### config.mk
export PLATFORM = sky130hd
export DESIGN_NAME = mesi_snoop_ctrl
export DESIGN_NICKNAME = d
export VERILOG_FILES = /design/src/rtl/mesi_pkg.sv /design/src/rtl/mesi_line_store.sv /design/src/rtl/mesi_snoop_eval.sv /design/src/rtl/mesi_local_eval.sv /design/src/rtl/mesi_snoop_ctrl.sv
export SDC_FILE = /design/constraint.sdc
export NUM_CORES = 1
export LEC_CHECK = 0
export BUFFER_PORTS_ARGS = -buffer_cell sky130_fd_sc_hd__buf_2
export CORE_UTILIZATION = 40
export CTS_CLUSTER_SIZE = 8
export DETAILED_ROUTE_END_ITERATION = 10
export PLACE_DENSITY_LB_ADDON = 0.12
export SLEW_MARGIN = 30
export SYNTH_ARGS = -nofsm -noshare
export SYNTH_HDL_FRONTEND = slang
export SYNTH_HIERARCHICAL = 1
export SYNTH_SLANG_ARGS = --single-unit
### constraint.sdc
create_clock -name clk -period 12.9 [get_ports clk]
set_input_delay 0.645 -clock clk [delete_from_list [all_inputs] [get_ports clk]]
set_output_delay 0.645 -clock clk [all_outputs]
set_load 0.03 [all_outputs]
### src/rtl/mesi_pkg.sv
package mesi_pkg;

    typedef enum logic [1:0] {
        MESI_I = 2'd0,
        MESI_S = 2'd1,
        MESI_E = 2'd2,
        MESI_M = 2'd3
    } mesi_t;

    typedef enum logic [1:0] {
        BUS_RD  = 2'd0,
        BUS_RFO = 2'd1,
        BUS_WB  = 2'd2,
        BUS_WT  = 2'd3
    } bus_cmd_t;

    typedef enum logic [2:0] {
        ST_IDLE,
        ST_SNP_WB,
        ST_EVICT,
        ST_FETCH,
        ST_WTHRU
    } ctl_st_t;

    typedef enum logic [2:0] {
        ACT_HIT,
        ACT_SILENT_M,
        ACT_FETCH,
        ACT_EVICT,
        ACT_WTHRU
    } local_act_t;

endpackage

### src/rtl/mesi_line_store.sv
module mesi_line_store
    import mesi_pkg::*;
#(
    parameter int INDEX_W = 3,
    parameter int TAG_W   = 5
) (
    input  logic               clk,
    input  logic               rst_n,
    input  logic [INDEX_W-1:0] a_idx,
    input  logic [INDEX_W-1:0] b_idx,
    input  logic               wr_en,
    input  logic [INDEX_W-1:0] wr_idx,
    input  mesi_t              wr_state,
    input  logic [TAG_W-1:0]   wr_tag,
    output mesi_t              a_state,
    output logic [TAG_W-1:0]   a_tag,
    output mesi_t              b_state,
    output logic [TAG_W-1:0]   b_tag
);
    localparam int LINES = 1 << INDEX_W;

    typedef struct packed {
        mesi_t            st;
        logic [TAG_W-1:0] tag;
    } line_t;

    line_t line_vec [LINES];

    for (genvar i = 0; i < LINES; i++) begin : g_line
        line_t line_d, line_q;

        always_comb begin
            line_d = line_q;
            if (wr_en && (wr_idx == INDEX_W'(i))) begin
                line_d.st  = wr_state;
                line_d.tag = wr_tag;
            end
        end

        always_ff @(posedge clk) begin
            if (!rst_n) begin
                line_q <= '{st: MESI_I, tag: '0};
            end else begin
                line_q <= line_d;
            end
        end

        assign line_vec[i] = line_q;
    end

    assign a_state = line_vec[a_idx].st;
    assign a_tag   = line_vec[a_idx].tag;
    assign b_state = line_vec[b_idx].st;
    assign b_tag   = line_vec[b_idx].tag;

endmodule

### src/rtl/mesi_snoop_eval.sv
module mesi_snoop_eval
    import mesi_pkg::*;
#(
    parameter int TAG_W = 5
) (
    input  logic             snp_valid,
    input  bus_cmd_t         snp_cmd,
    input  logic [TAG_W-1:0] snp_tag,
    input  mesi_t            line_state,
    input  logic [TAG_W-1:0] line_tag,
    output logic             hit,
    output logic             need_wb,
    output mesi_t            next_state
);
    logic tag_match;
    logic relevant;

    always_comb begin
        tag_match  = (line_tag == snp_tag) && (line_state != MESI_I);
        relevant   = snp_valid && (snp_cmd != BUS_WB);
        hit        = relevant && tag_match;
        need_wb    = hit && (line_state == MESI_M);
        next_state = (snp_cmd == BUS_RD) ? MESI_S : MESI_I;
    end

    // a foreign ownership request never leaves a valid copy behind
    always_comb begin
        if (hit && (snp_cmd != BUS_RD)) begin
            a_r7_own_kills: assert (next_state == MESI_I);
        end
    end

endmodule

### src/rtl/mesi_local_eval.sv
module mesi_local_eval
    import mesi_pkg::*;
#(
    parameter int TAG_W       = 5,
    parameter bit WRITE_ALLOC = 1'b1
) (
    input  logic             req_write,
    input  logic [TAG_W-1:0] req_tag,
    input  mesi_t            line_state,
    input  logic [TAG_W-1:0] line_tag,
    output local_act_t       act,
    output bus_cmd_t         fetch_cmd
);
    logic       line_hit;
    logic       victim_dirty;
    local_act_t wmiss_act;

    assign line_hit     = (line_state != MESI_I) && (line_tag == req_tag);
    assign victim_dirty = (line_state == MESI_M);

    if (WRITE_ALLOC) begin : g_alloc
        assign wmiss_act = victim_dirty ? ACT_EVICT : ACT_FETCH;
    end else begin : g_noalloc
        assign wmiss_act = ACT_WTHRU;
    end

    always_comb begin
        act       = ACT_HIT;
        fetch_cmd = BUS_RD;
        if (!req_write) begin
            if (!line_hit) begin
                act = victim_dirty ? ACT_EVICT : ACT_FETCH;
            end
        end else begin
            fetch_cmd = BUS_RFO;
            if (line_hit) begin
                unique case (line_state)
                    MESI_M:  act = ACT_HIT;
                    MESI_E:  act = ACT_SILENT_M;
                    default: act = ACT_FETCH;
                endcase
            end else begin
                act = wmiss_act;
            end
        end
    end

endmodule

### src/rtl/mesi_snoop_ctrl.sv
module mesi_snoop_ctrl
    import mesi_pkg::*;
#(
    parameter int ADDR_W      = 8,
    parameter int INDEX_W     = 3,
    parameter bit WRITE_ALLOC = 1'b1
) (
    input  logic              clk,
    input  logic              rst_n,
    input  logic              cpu_req_valid,
    input  logic              cpu_req_write,
    input  logic [ADDR_W-1:0] cpu_req_addr,
    output logic              cpu_ready,
    output logic              cpu_done,
    output logic              bus_req_valid,
    output logic [1:0]        bus_req_cmd,
    output logic [ADDR_W-1:0] bus_req_addr,
    input  logic              bus_done,
    input  logic              bus_shared_in,
    input  logic              snp_valid,
    input  logic [1:0]        snp_cmd,
    input  logic [ADDR_W-1:0] snp_addr,
    output logic              snp_shared,
    output logic              snp_wait
);
    localparam int TAG_W = ADDR_W - INDEX_W;

    typedef struct packed {
        ctl_st_t           st;
        logic [ADDR_W-1:0] addr;
        bus_cmd_t          fcmd;
        mesi_t             snext;
        logic              done;
    } ctl_t;

    ctl_t ctl_d, ctl_q;

    logic [INDEX_W-1:0] snp_idx, cpu_idx, req_idx, b_idx, wr_idx;
    logic [TAG_W-1:0]   snp_tag, cpu_tag, req_tag, a_tag, b_tag, wr_tag;
    mesi_t              a_state, b_state, wr_state, sn_next;
    logic               wr_en, sn_hit, sn_wb, idle;
    local_act_t         act;
    bus_cmd_t           fcmd, snp_cmd_e, cmd_out;

    assign snp_idx   = snp_addr[INDEX_W-1:0];
    assign snp_tag   = snp_addr[ADDR_W-1:INDEX_W];
    assign cpu_idx   = cpu_req_addr[INDEX_W-1:0];
    assign cpu_tag   = cpu_req_addr[ADDR_W-1:INDEX_W];
    assign req_idx   = ctl_q.addr[INDEX_W-1:0];
    assign req_tag   = ctl_q.addr[ADDR_W-1:INDEX_W];
    assign idle      = (ctl_q.st == ST_IDLE);
    assign b_idx     = idle ? cpu_idx : req_idx;
    assign snp_cmd_e = bus_cmd_t'(snp_cmd);

    mesi_line_store #(
        .INDEX_W (INDEX_W),
        .TAG_W   (TAG_W)
    ) u_store (
        .clk      (clk),
        .rst_n    (rst_n),
        .a_idx    (snp_idx),
        .b_idx    (b_idx),
        .wr_en    (wr_en),
        .wr_idx   (wr_idx),
        .wr_state (wr_state),
        .wr_tag   (wr_tag),
        .a_state  (a_state),
        .a_tag    (a_tag),
        .b_state  (b_state),
        .b_tag    (b_tag)
    );

    mesi_snoop_eval #(
        .TAG_W (TAG_W)
    ) u_snoop (
        .snp_valid  (snp_valid && idle),
        .snp_cmd    (snp_cmd_e),
        .snp_tag    (snp_tag),
        .line_state (a_state),
        .line_tag   (a_tag),
        .hit        (sn_hit),
        .need_wb    (sn_wb),
        .next_state (sn_next)
    );

    mesi_local_eval #(
        .TAG_W       (TAG_W),
        .WRITE_ALLOC (WRITE_ALLOC)
    ) u_local (
        .req_write  (cpu_req_write),
        .req_tag    (cpu_tag),
        .line_state (b_state),
        .line_tag   (b_tag),
        .act        (act),
        .fetch_cmd  (fcmd)
    );

    always_comb begin
        ctl_d      = ctl_q;
        ctl_d.done = 1'b0;
        wr_en      = 1'b0;
        wr_idx     = b_idx;
        wr_state   = MESI_I;
        wr_tag     = b_tag;
        unique case (ctl_q.st)
            ST_IDLE: begin
                if (snp_valid) begin
                    if (sn_wb) begin
                        ctl_d.st    = ST_SNP_WB;
                        ctl_d.addr  = snp_addr;
                        ctl_d.snext = sn_next;
                    end else if (sn_hit) begin
                        wr_en    = 1'b1;
                        wr_idx   = snp_idx;
                        wr_state = sn_next;
                        wr_tag   = a_tag;
                    end
                end else if (cpu_req_valid) begin
                    ctl_d.addr = cpu_req_addr;
                    ctl_d.fcmd = fcmd;
                    unique case (act)
                        ACT_HIT: ctl_d.done = 1'b1;
                        ACT_SILENT_M: begin
                            wr_en      = 1'b1;
                            wr_state   = MESI_M;
                            ctl_d.done = 1'b1;
                        end
                        ACT_FETCH: ctl_d.st = ST_FETCH;
                        ACT_EVICT: ctl_d.st = ST_EVICT;
                        default:   ctl_d.st = ST_WTHRU;
                    endcase
                end
            end
            ST_SNP_WB: begin
                if (bus_done) begin
                    wr_en    = 1'b1;
                    wr_state = ctl_q.snext;
                    ctl_d.st = ST_IDLE;
                end
            end
            ST_EVICT: begin
                if (bus_done) begin
                    wr_en    = 1'b1;
                    wr_state = MESI_I;
                    ctl_d.st = ST_FETCH;
                end
            end
            ST_FETCH: begin
                if (bus_done) begin
                    wr_en      = 1'b1;
                    wr_tag     = req_tag;
                    wr_state   = (ctl_q.fcmd == BUS_RFO) ? MESI_M :
                                 (bus_shared_in ? MESI_S : MESI_E);
                    ctl_d.done = 1'b1;
                    ctl_d.st   = ST_IDLE;
                end
            end
            default: begin
                if (bus_done) begin
                    ctl_d.done = 1'b1;
                    ctl_d.st   = ST_IDLE;
                end
            end
        endcase
    end

    always_ff @(posedge clk) begin
        if (!rst_n) begin
            ctl_q <= '{st: ST_IDLE, addr: '0, fcmd: BUS_RD, snext: MESI_I, done: 1'b0};
        end else begin
            ctl_q <= ctl_d;
        end
    end

    always_comb begin
        unique case (ctl_q.st)
            ST_FETCH: cmd_out = ctl_q.fcmd;
            ST_WTHRU: cmd_out = BUS_WT;
            default:  cmd_out = BUS_WB;
        endcase
    end

    assign cpu_ready     = idle && !snp_valid;
    assign cpu_done      = ctl_q.done;
    assign bus_req_valid = !idle;
    assign bus_req_cmd   = cmd_out;
    assign bus_req_addr  = (ctl_q.st == ST_EVICT) ? {b_tag, req_idx} : ctl_q.addr;
    assign snp_shared    = sn_hit;
    assign snp_wait      = (ctl_q.st == ST_SNP_WB) || sn_wb;

    // a pending owner write-back blocks local requests
    a_r8_wait_blocks_cpu: assert property (@(posedge clk) disable iff (!rst_n)
        snp_wait |-> !cpu_ready);

    // an outstanding bus request holds its command and address
    a_r12_req_stable: assert property (@(posedge clk) disable iff (!rst_n)
        (bus_req_valid && !bus_done) |=>
            (bus_req_valid && $stable(bus_req_cmd) && $stable(bus_req_addr)));

    // the hold-off only ends with a completed bus transaction
    a_r5_wait_release: assert property (@(posedge clk) disable iff (!rst_n)
        $fell(snp_wait) |-> $past(bus_done));

    // completion follows either an accepted request or a finished bus cycle
    a_r3_done_source: assert property (@(posedge clk) disable iff (!rst_n)
        cpu_done |-> ($past(cpu_ready && cpu_req_valid) || $past(bus_done)));

    // a victim write-back is followed directly by the fetch
    a_r11_evict_then_fetch: assert property (@(posedge clk) disable iff (!rst_n)
        (bus_done && (ctl_q.st == ST_EVICT)) |=>
            (bus_req_valid && (bus_req_cmd != 2'd2)));

endmodule

== Yosys cells after proc, flatten, opt, wreduce, memory -nomap -nowiden ==
Cells that the tools add are included.

* Output and inout port bits: 15
* Word-level logic and storage cells: 138
* Register bits after elaboration: 72

* Reductions and logical operators: 33
* Multiplexer cells: 53
* Bitwise logic cells: 3
* Equality and inequality tests: 26
* Order comparisons: 2

{| class="wikitable"
|+ Operators by type and width
! kind !! count
|-
| 7-bit binary-select mux with 3-bit select || 2
|-
| 3-bit two-way mux || 10
|-
| 7-bit two-way mux || 4
|-
| 11-bit two-way mux || 2
|-
| 5-bit two-way mux || 4
|-
| 3-bit by 2-bit == test with 1-bit output, second input constant || 6
|-
| 2-bit two-way mux || 9
|-
| 3-bit == test, second input constant || 5
|-
| 1-bit logical AND || 15
|-
| 13-bit two-way mux || 1
|-
| 1-bit two-way mux || 12
|-
| 5-bit == test || 2
|-
| 5-bit one-hot mux with 2 select lines || 1
|-
| 3-bit by 1-bit == test with 1-bit output, second input constant || 3
|-
| 3-bit zero test || 3
|-
| 3-bit != test, second input constant || 3
|-
| 3-bit one-hot mux with 3 select lines || 1
|-
| 3-bit AND reduction || 3
|-
| 4-bit greater-or-equal comparator, second input constant || 2
|-
| 8-bit two-way mux || 1
|-
| 3-bit inverter with 4-bit output || 2
|-
| 2-bit one-hot mux with 2 select lines || 2
|-
| 2-bit nonzero test || 4
|-
| 2-bit == test, second input constant || 3
|-
| 13 further kinds || 17
|}

== Longest topological paths before layout ==
Gate-level depths: netlist of the first run.

* Depth after elaboration: 16
* Depth in mapped cells: 20
* Depth with buffers taken out: 16

== By module ==
Netlist of the first run, hierarchy kept.

{| class="wikitable"
|+ Modules (own cells, without submodules)
! module !! area an instance (µm²) !! instances !! cells an instance
|-
| mesi_line_store || 3196.8 || 1 || 257
|-
| mesi_snoop_ctrl || 1174.9 || 1 || 143
|-
| mesi_local_eval || 118.9 || 1 || 17
|-
| mesi_snoop_eval || 93.8 || 1 || 15
|}

== Least setup slack after synthesis of the first run ==
No wires, ideal clock.

* Kind: input-to-reg
* From: input port snp_addr[0]
* To: register u_store/g_line[1].line_q[0] (netlist bit)
* Arrival time: 4489 ps
* Setup time: 116 ps
* Setup slack: 8295 ps
* Data required time: 12784 ps
* Stages on the path: 14
* Path through: buf_6 > buf_8 > mux4_1 > mux2_2 > xnor2_1 > nand3_1 > nor3_1 > nand3b_1 > mux2i_1 > o21ai_0 > nor4bb_1 > buf_2 > mux2i_1 > nor2b_1

* Word-level cells in the longest chain between the ends: 13
* Elaborated cells between the ends (all ways): 24
* Those cells by class: eq/ne: 3; mux: 15; bitwise: 1; reduce/logical: 5

{| class="wikitable"
|+ Ends and longest elaborated chain
! what !! line !! source
|-
| from (decl) || mesi_snoop_ctrl.sv:22 || <nowiki>input logic [ADDR_W-1:0] snp_addr,</nowiki>
|-
| 3-bit inverter with 4-bit output (implied by the code) (*) || mesi_line_store.sv:52 || <nowiki>assign a_tag = line_vec[a_idx].tag;</nowiki>
|-
| 7-bit binary-select mux with 3-bit select (*) || mesi_line_store.sv:52 ||
|-
| 7-bit two-way mux (implied by the code) (*) || mesi_line_store.sv:51 || <nowiki>assign a_state = line_vec[a_idx].st;</nowiki>
|-
| 7-bit two-way mux (implied by the code) (*) || mesi_line_store.sv:52 ||
|-
| via a_tag[4] || mesi_snoop_ctrl.sv:39 || <nowiki>logic [TAG_W-1:0] snp_tag, cpu_tag, req_tag, a_tag, b_tag, wr_tag;</nowiki>
|-
| 5-bit == test (*) || mesi_snoop_eval.sv:19 || <nowiki>tag_match = (line_tag == snp_tag) && (line_state != MESI_I);</nowiki>
|-
| 1-bit logical AND (*) || mesi_snoop_eval.sv:19 ||
|-
| 1-bit logical AND (*) || mesi_snoop_eval.sv:21 || <nowiki>hit = relevant && tag_match;</nowiki>
|-
| via snp_shared || mesi_snoop_ctrl.sv:23 || <nowiki>output logic snp_shared,</nowiki>
|-
| 3-bit two-way mux / 1-bit logical AND (equally long branches) || mesi_snoop_ctrl.sv:112, mesi_snoop_eval.sv:22 ||
|-
| 3-bit two-way mux (*) || mesi_snoop_ctrl.sv:108 || <nowiki>if (sn_wb) begin</nowiki>
|-
| 3-bit two-way mux (*) || mesi_snoop_ctrl.sv:107 || <nowiki>if (snp_valid) begin</nowiki>
|-
| 3-bit two-way mux (*) || mesi_snoop_ctrl.sv:105 || <nowiki>unique case (ctl_q.st)</nowiki>
|-
| via wr_idx[0] || mesi_snoop_ctrl.sv:38 || <nowiki>logic [INDEX_W-1:0] snp_idx, cpu_idx, req_idx, b_idx, wr_idx;</nowiki>
|-
| 3-bit by 1-bit == test with 1-bit output (*) || mesi_line_store.sv:34 || <nowiki>if (wr_en && (wr_idx == INDEX_W'(i))) begin</nowiki>
|-
| 1-bit logical AND (*) || mesi_line_store.sv:34 ||
|-
| to (signal assigned) || mesi_line_store.sv:42 || <nowiki>line_q <= '{st: MESI_I, tag: '0};</nowiki>
|-
| to (signal assigned) || mesi_line_store.sv:44 || <nowiki>line_q <= line_d;</nowiki>
|-
| to (decl) || mesi_line_store.sv:30 || <nowiki>line_t line_d, line_q;</nowiki>
|}

The timed path passes the listed nets; every way through them passes the cells marked *. The select of a mux whose other input is x is not followed.
A chain may end at the register's enable or synchronous reset.

== Worst setup path in the final report of the first run ==
* From: register ctl_q[14] (netlist bit)
* To: register u_store/g_line[3].line_q[0] (netlist bit)

* Word-level cells in the longest chain between the ends: 16
* Elaborated cells between the ends (all ways): 42
* Those cells by class: eq/ne: 8; mux: 24; bitwise: 1; reduce/logical: 9

{| class="wikitable"
|+ Ends and longest elaborated chain
! what !! line !! source
|-
| from (decl) || mesi_snoop_ctrl.sv:36 || <nowiki>ctl_t ctl_d, ctl_q;</nowiki>
|-
| from (signal assigned) || mesi_snoop_ctrl.sv:169 || <nowiki>ctl_q <= '{st: ST_IDLE, addr: '0, fcmd: BUS_RD, snext: MESI_I, done: 1'b0};</nowiki>
|-
| from (signal assigned) || mesi_snoop_ctrl.sv:171 || <nowiki>ctl_q <= ctl_d;</nowiki>
|-
| 3-bit zero test (*) || mesi_snoop_ctrl.sv:51 || <nowiki>assign idle = (ctl_q.st == ST_IDLE);</nowiki>
|-
| 3-bit two-way mux (*) || mesi_snoop_ctrl.sv:52 || <nowiki>assign b_idx = idle ? cpu_idx : req_idx;</nowiki>
|-
| via b_idx[0] || mesi_snoop_ctrl.sv:38 ||
|-
| 3-bit inverter with 4-bit output (implied by the code) (*) || mesi_line_store.sv:54 || <nowiki>assign b_tag = line_vec[b_idx].tag;</nowiki>
|-
| 7-bit binary-select mux with 3-bit select (*) || mesi_line_store.sv:54 ||
|-
| 7-bit two-way mux (implied by the code) (*) (2 in a row) || mesi_line_store.sv:53 || <nowiki>assign b_state = line_vec[b_idx].st;</nowiki>
|-
| via b_tag[4] || mesi_snoop_ctrl.sv:39 ||
|-
| 5-bit == test (*) || mesi_local_eval.sv:18 || <nowiki>assign line_hit = (line_state != MESI_I) && (line_tag == req_tag);</nowiki>
|-
| (+3 left out) || n/a ||
|-
| via act[1] || mesi_snoop_ctrl.sv:42 || <nowiki>local_act_t act;</nowiki>
|-
| 3-bit by 1-bit == test with 1-bit output (*) || mesi_snoop_ctrl.sv:121 || <nowiki>unique case (act)</nowiki>
|-
| 1-bit two-way mux (*) || mesi_snoop_ctrl.sv:121 ||
|-
| 1-bit two-way mux (*) || mesi_snoop_ctrl.sv:118 || <nowiki>end else if (cpu_req_valid) begin</nowiki>
|-
| 1-bit two-way mux (*) || mesi_snoop_ctrl.sv:107 ||
|-
| 1-bit one-hot mux with 2 select lines (*) || mesi_snoop_ctrl.sv:105 ||
|-
| via wr_en || mesi_snoop_ctrl.sv:41 || <nowiki>logic wr_en, sn_hit, sn_wb, idle;</nowiki>
|-
| 1-bit logical AND (*) || mesi_line_store.sv:34 ||
|-
| to (signal assigned) || mesi_line_store.sv:42 ||
|-
| to (signal assigned) || mesi_line_store.sv:44 ||
|-
| to (decl) || mesi_line_store.sv:30 ||
|}

Marks and branches as above.

==> results.md, run 1 <==
| Parameter | This run | Unit |
| --- | --- | --- |
| Clock Power Share | 46.7 | % |
| NetSw | 0.000149 | W |
| Fraction of power spent switching nets | 25.5 | % |
| Via count of the routed design | 3311 | - |
| Number of filler instances in the final layout | 1042 | - |
| Worst VDD drop | 58.0 | uV |
| Power per cell area | 115 | nW/um^2 |
| Skew final | 0.00470 | ns |
| Type of the worst min-delay path | reg2reg | - |
| Share of flip-flops with an asynchronous set or reset after synthesis | 0 | % |
| Total design power | 0.000585 | W |
| CP endpoint kind | register | - |
| CTS Buf Count | 9 | - |
| Netlist Area Pre-Place | 4580 | um^2 |
| Rel. slew slack | 37.7 | % |
| Ys flop type | sky130_fd_sc_hd__dfxtp_1 | - |
| Post-cts gate resize count | 0 | - |
| Maximum number of pins on one net before global-route repair | 62 | - |
| Port-buffer cells | 39 | - |
| Initial core utilization | 41.7 | % |
| Wire length of the first global-routing pass | 18100 | um |
| Total Nets Final | 467 | - |
| Worst EP required | 13.12 | ns |
| Flop and latch count out of synthesis | 72 | - |
| Post-CTS Repair Setup Buffers | 0 | - |
| Number of hold-slack violations in the final timing report | 0 | - |
| Max-Cap Viols | 0 | - |
| Fraction of the yosys area taken by sequential cells | 31.4 | % |
| Antenna diode instance count | 0 | - |
| Hold_buf cts | 0 | - |
| Final setup TNS | 0 | ns |
| Detailed-routing iteration count for the pre-antenna-repair pass | 4 | - |
| Iter 0 DRT Violations | 186 | - |
| Clock Root Buffer | sky130_fd_sc_hd__clkbuf_16 | - |
| Yosys warning total | 6 | - |
| Final worst path period share | 44.3 | % |
| GRT Residual Overflow | 0 | - |
| Yosys top cell by area | sky130_fd_sc_hd__dfxtp_1 | - |
| Final routed wirelength across all metal layers | 11500 | um |
| Detailed-route vias per instance | 5.65 | - |
| Std-Cell Rows | 38 | - |
| Deepest clock path buffer count | 2 | - |
| Total I/O pin count | 40 | - |
| Average size of a mapped cell | 10.6 | um^2 |
| Half-perimeter wire length after detailed placement | 8070 | um |
| Area overhead of the layout relative to synthesis | 10.6 | % |
| Cell with the most instances after synthesis | sky130_fd_sc_hd__dfxtp_1 | - |
| Arrival time at the worst endpoint | 5.93 | ns |
| Time the worst path needs with I/O delays and setup | 5.71 | ns |
| Final max-slew violation count | 0 | - |
| Largest cells by area after synthesis | sky130_fd_sc_hd__dfxtp_1 31%, sky130_fd_sc_hd__mux4_1 16%, sky130_fd_sc_hd__mux2i_1 13% | - |
| Deepest level of the CTS H-tree | 3 | - |
| Sinks on the clock net | 72 | - |
| Final routed DRC violation total | 0 | - |
| Start-to-end type of the worst setup path | reg2reg | - |
| Comb power frac | 14.0 | % |
| Reg power frac | 39.3 | % |
| All-layer global routing usage | 20.7 | % |
| Worst skew pair latency | 0.33 | ns |
| Core area | 11000 | um^2 |
| Status | complete, no violations | - |
| Achievable clock frequency | 175 | MHz |
| Die footprint | 11900 | um^2 |
| RSZ-0062 raised after global routing | no | - |
| CTS tree | built | - |
| Share of Yosys cell area claimed by the top area cell type | 31.4 | % |
| Post-Synthesis Cells | 432 | - |
| Type of origin of the critical path | register | - |
| Final setup violation count | 0 | - |
| Via count of the first global-routing pass | 3177 | - |
| P_leak | 2.10 | nW |
| Horizontal die dimension | 109 | um |
| Number of flops mapped to enable cells by yosys | 0 | - |
| Die H | 109 | um |
| Number of different library cells in the post-synthesis netlist | 53 | - |
| Layout cell share with drive strength beyond 1 | 20.4 | % |
| Number of antenna violations at the first check in global routing | 0 | - |
| Antenna-violating nets left | 0 | - |
| Commonest cells in the synthesized netlist | 72 x sky130_fd_sc_hd__dfxtp_1, 59 x sky130_fd_sc_hd__mux2i_1, 53 x sky130_fd_sc_hd__nor2b_1, 31 x sky130_fd_sc_hd__nand2_1, 28 x sky130_fd_sc_hd__mux4_1 | - |
| Power Internal | 0.000436 | W |
| Per-cell routed wire length | 19.6 | um |
| Clock-pin slew on the worst setup and hold paths | 0.06 | ns |
| Slew at the pin closest to its max-slew limit | 0.934 | ns |
| Critical Path Fanout Max | 15 | - |
| Final weighted congestion in routability-driven placement | 0.841 | - |
## logic make-up (layout without fill, tap and decap cells)
group           count (synthesis)  in the layout  synth area share (%)
compound gates                 47             47                  8.08
xor+xnor                       10             10                  1.91
buf+inv                        50             63                  6.85
flops                          72             72                  31.4
mux                           106            106                  33.6
other cells                     2              3                 0.164
simple gates                  145            145                  18.0
## metal layers
metal	up-vias	GRT usage [%]	share of wire, %
met5	-	0	0
met4	0	8.01	1.6
met3	16	3.11	4.1
met2	84	31.4	44
met1	1618	29.3	51
li1	1593	-	-
## stage by stage
| step | instance area (um^2) | setup WS (ns) | instances | util [%] | hold WS (ns) |
|---|---|---|---|---|---|
| floorplan | 4590 | 8.30 | 433 | - | 0.447 |
| global placement | 4720 | 7.17 | 571 | 43.0 | 0.467 |
| detailed placement | 4750 | 7.29 | 571 | 43.2 | 0.481 |
| CTS | 5070 | 7.25 | 586 | 46.1 | 0.489 |
| global route | 5070 | 6.68 | 586 | 46.1 | 0.505 |
| finish | 5070 | 7.19 | 586 | 46.1 | 0.488 |
## path summary, 6_finish.rpt
| check | start | to | depth (start not counted) | slack (ns) |
|---|---|---|---|---|
| max | ctl_q[14] | u_store/g_line[3].line_q[0] | 16 | 7.19 |
| min | u_store/g_line[7].line_q[4] | u_store/g_line[7].line_q[4] | 2 | 0.49 |
| min reg2reg | u_store/g_line[7].line_q[4] | u_store/g_line[7].line_q[4] | 2 | 0.49 |
| max reg2reg | ctl_q[14] | u_store/g_line[3].line_q[0] | 16 | 7.19 |
## power groups by stage
stage	logic (W)	clock network, W	registers (W)
after floorplan	0.0000657	0	0.000233
after global placement	0.0000789	0	0.000235
after detailed placement	0.0000816	0	0.000235
after CTS	0.0000819	0.000278	0.000230
after global routing	0.0000878	0.000287	0.000230
final	0.0000819	0.000273	0.000230
## layout by cell type, fill, tap and decap left out, types with 3 or more instances in the layout
cell                        count
sky130_fd_sc_hd__dfxtp_1       72
sky130_fd_sc_hd__mux2i_1       59
sky130_fd_sc_hd__nor2b_1       53
sky130_fd_sc_hd__buf_2         39
sky130_fd_sc_hd__nand2_1       31
sky130_fd_sc_hd__mux4_1        28
sky130_fd_sc_hd__nor2_1        23
sky130_fd_sc_hd__mux2_2        19
sky130_fd_sc_hd__a22oi_1        9
sky130_fd_sc_hd__clkbuf_16      9
sky130_fd_sc_hd__and2_1         7
sky130_fd_sc_hd__xnor2_1        7
sky130_fd_sc_hd__a21boi_0       7
sky130_fd_sc_hd__o21ai_0        6
sky130_fd_sc_hd__a221o_1        5
sky130_fd_sc_hd__a211oi_1       5
sky130_fd_sc_hd__buf_4          5
sky130_fd_sc_hd__nand3b_1       4
sky130_fd_sc_hd__nand3_1        4
sky130_fd_sc_hd__nand2b_1       3
sky130_fd_sc_hd__inv_1          3
sky130_fd_sc_hd__xor2_1         3
sky130_fd_sc_hd__conb_1         3
sky130_fd_sc_hd__nand4b_1       3
## layout make-up
class,count,area (um^2),area share [%]
clock buffer,12,256,5.06
sequential,72,1440,28.4
multi-input combinational,311,2880,56.9
inverter,4,15.0,0.296
tap,140,175,3.46
clock inverter,3,65.1,1.28
timing repair buffer,44,233,4.59
## registers in the layout (all words and copies together), names as in the netlist
| signal | flops |
|---|---|
| ctl_q | 15 |
| u_store/g_line.line_q | 56 |
| cpu_done | 1 |
## critical path: stages, from the launching register on
cell and delay [ns]:
sky130_fd_sc_hd__dfxtp_1 0.63, sky130_fd_sc_hd__nor3_4 0.13, sky130_fd_sc_hd__inv_2 0.25, sky130_fd_sc_hd__nand2_1 0.12
sky130_fd_sc_hd__nand2_1 0.59, sky130_fd_sc_hd__mux4_1 0.68, sky130_fd_sc_hd__mux2_2 0.32, sky130_fd_sc_hd__xor2_1 0.15
sky130_fd_sc_hd__nor4_1 0.28, sky130_fd_sc_hd__nand3_1 0.18, sky130_fd_sc_hd__a21o_2 0.25, sky130_fd_sc_hd__nor2_1 0.14
sky130_fd_sc_hd__a31oi_1 0.15, sky130_fd_sc_hd__a21oi_1 0.57, sky130_fd_sc_hd__nand4b_1 0.69, sky130_fd_sc_hd__mux2i_1 0.39
sky130_fd_sc_hd__nor2b_1 0.07
Power figures use the tool's default switching activity.
==> run 2: changes to the inputs <==
==> constraint.sdc (replaced) <==
create_clock -name clk -period 5.1 [get_ports clk]
set_input_delay 0.255 -clock clk [delete_from_list [all_inputs] [get_ports clk]]
set_output_delay 0.255 -clock clk [all_outputs]
set_load 0.03 [all_outputs]
==> run 2 against run 1 <==
Against the previous run:
- largest power group unchanged
- highest routed layer unchanged
- sequential cell count did not move
- clock-buffer cell count fell by 1
- combinational power rose to 2.6 times the previous value
- die area did not move
- critical path type unchanged
- first-iteration DRC count rose by 23%
- wire length fell by 0.76%
- cell count rose by 2.4%
- setup slack got worse by 6.8 ns
- worst hold slack got worse by 0.27 ns
- largest cell class unchanged
- maximum frequency rose by 21%
- critical path depth rose by 2
==> results.md, run 2 (synthesis results as in run 1) <==
| Parameter | This run | Unit |
| --- | --- | --- |
| Area overhead of the layout relative to synthesis | 12.0 | % |
| Register-to-register path setup slack | 0.36 | ns |
| Total I/O pin count | 40 | - |
| Arrival time at the worst endpoint | 4.96 | ns |
| CTS Buf Count | 9 | - |
| Maximum number of pins on one net before global-route repair | 62 | - |
| Half-perimeter wire length after detailed placement | 8230 | um |
| All-layer global routing usage | 20.0 | % |
| Reg power frac | 40.0 | % |
| Via count of the first global-routing pass | 3115 | - |
| Clock-pin slew on the worst setup and hold paths | 0.06 | ns |
| CTS tree | built | - |
| Final routed wirelength across all metal layers | 11400 | um |
| Sinks on the clock net | 72 | - |
| Max-Cap Viols | 0 | - |
| Worst EP required | 5.32 | ns |
| Worst skew pair latency | 0.34 | ns |
| Most frequent cells in the layout | 72 x sky130_fd_sc_hd__dfxtp_1, 59 x sky130_fd_sc_hd__mux2i_1, 53 x sky130_fd_sc_hd__nor2b_1 | - |
| Beginning of the worst register-to-register path | ctl_q[15] | - |
| Horizontal die dimension | 109 | um |
| Post-cts gate resize count | 0 | - |
| Critical path buffers and inverters | 3 | - |
| Top register by number of flip-flops | u_store/g_line.line_q | - |
| Per-cell routed wire length | 19.0 | um |
| Deepest level of the CTS H-tree | 3 | - |
| Initial core utilization | 41.7 | % |
| Type of origin of the critical path | register | - |
| Skew final | 0.0108 | ns |
| Layout cell share with drive strength beyond 1 | 22.8 | % |
| Type of the worst min-delay path | in2reg | - |
| Time the worst path needs with I/O delays and setup | 4.74 | ns |
| Number of antenna violations at the first check in global routing | 0 | - |
| Std-Cell Rows | 38 | - |
| Clock Root Buffer | sky130_fd_sc_hd__clkbuf_16 | - |
| Port-buffer cells | 39 | - |
| Start-to-end type of the worst setup path | reg2reg | - |
| CP startpoint | ctl_q[15] | - |
| Clock Power Share | 45.3 | % |
| Number of hold-slack violations in the final timing report | 0 | - |
| Post-CTS Repair Setup Buffers | 0 | - |
| Final max-slew violation count | 0 | - |
| Slew at the pin closest to its max-slew limit | 0.920 | ns |
| Final weighted congestion in routability-driven placement | 0.836 | - |
| Power per cell area | 283 | nW/um^2 |
| Comb power frac | 14.8 | % |
| Crit path largest cell delay | 0.61 | ns |
| Core area | 11000 | um^2 |
| Critical path, cell by cell | nor3_4, inv_2, nand2_1, nand2_1, mux4_1, mux2_2, xor2_1, nor4_1, nand3_1, a21o_2, nor2_1, a31oi_1, a21oi_1, buf_4, nor4bb_2, buf_4, mux2i_1, nor2b_1 | - |
| GRT Residual Overflow | 0 | - |
| Detailed-route vias per instance | 5.51 | - |
| Status | complete, no violations | - |
| Via count of the routed design | 3308 | - |
| Total Nets Final | 481 | - |
| Iter 0 DRT Violations | 229 | - |
| Final setup TNS | 0 | ns |
| Family with the most delay on the worst path | simple AND/OR/NAND/NOR gates | - |
| Final core utilization | 46.7 | % |
| P_leak | 2.16 | nW |
| Hold_buf cts | 0 | - |
| Final worst path period share | 92.9 | % |
| Wire length of the first global-routing pass | 17600 | um |
| NetSw | 0.000390 | W |
| HP Start | cpu_req_write | - |
| RSZ-0062 raised after global routing | no | - |
| Final routed DRC violation total | 0 | - |
| Critical Path Fanout Max | 13 | - |
| Deepest clock path buffer count | 2 | - |
| Power Internal | 0.00106 | W |
| Antenna-violating nets left | 0 | - |
| Master of the slowest instance on the critical path | sky130_fd_sc_hd__mux4_1 | - |
| Antenna diode instance count | 0 | - |
| Detailed-routing iteration count for the pre-antenna-repair pass | 4 | - |
| Final setup violation count | 0 | - |
| CP endpoint kind | register | - |
| Die H | 109 | um |
| Rel. slew slack | 38.7 | % |
| Achievable clock frequency | 211 | MHz |
| Die footprint | 11900 | um^2 |
| Commonest non-fill, non-tap cell in the layout | sky130_fd_sc_hd__dfxtp_1 | - |
| Worst VDD drop | 177 | uV |
| Max FFs per register | 56 | - |
| Fraction of power spent switching nets | 26.9 | % |
[run 2: tightest hold or removal path, stage by stage]
cell	delay [ns]
sky130_fd_sc_hd__buf_2	0.11
sky130_fd_sc_hd__mux2i_1	0.07
sky130_fd_sc_hd__nor2_1	0.07
[run 2: per-layer routing]
metal / share of wire, % / GRT usage [%]
met2: 43 / 29.5
met1: 51 / 29.8
met4: 1.4 / 6.66
met5: 0 / 0
met3: 4.4 / 2.39
[run 2: final timing paths]
| kind | to | cells after the start |
|---|---|---|
| max | u_store/g_line[4].line_q[4] | 18 |
| max reg2reg | u_store/g_line[4].line_q[4] | 18 |
| min reg2reg | u_store/g_line[7].line_q[6] | 2 |
| min | ctl_q[3] | 3 |
[run 2: power by group through the flow]
stage                     Combinational, W  Sequential (W)  Clock [W]
final                             0.000215        0.000580   0.000657
after global routing              0.000229        0.000581   0.000685
after CTS                         0.000214        0.000580   0.000666
after detailed placement          0.000213        0.000592          0
after global placement            0.000212        0.000592          0
after floorplan                   0.000166        0.000590          0
[run 2: final cells by class]
| class | count | area (um^2) |
|---|---|---|
| clock inverter | 4 | 52.6 |
| sequential | 72 | 1440 |
| timing repair buffer | 58 | 338 |
| tap | 140 | 175 |
| inverter | 4 | 15.0 |
| multi-input combinational | 311 | 2860 |
| clock buffer | 11 | 253 |
| fill | 1029 | 5850 |
[run 2: metrics by stage]
stage | setup WS, ns | power (W) | area, um^2 | instances | hold slack, ns
after floorplan | 0.839 | 0.000756 | 4590 | 433 | 0.403
after global placement | 0.537 | 0.000805 | 4830 | 585 | 0.463
after detailed placement | 0.409 | 0.000806 | 4830 | 585 | 0.479
after CTS | 0.364 | 0.00146 | 5130 | 600 | 0.209
after global routing | 0.0318 | 0.00150 | 5130 | 600 | 0.239
final | 0.362 | 0.00145 | 5130 | 600 | 0.220
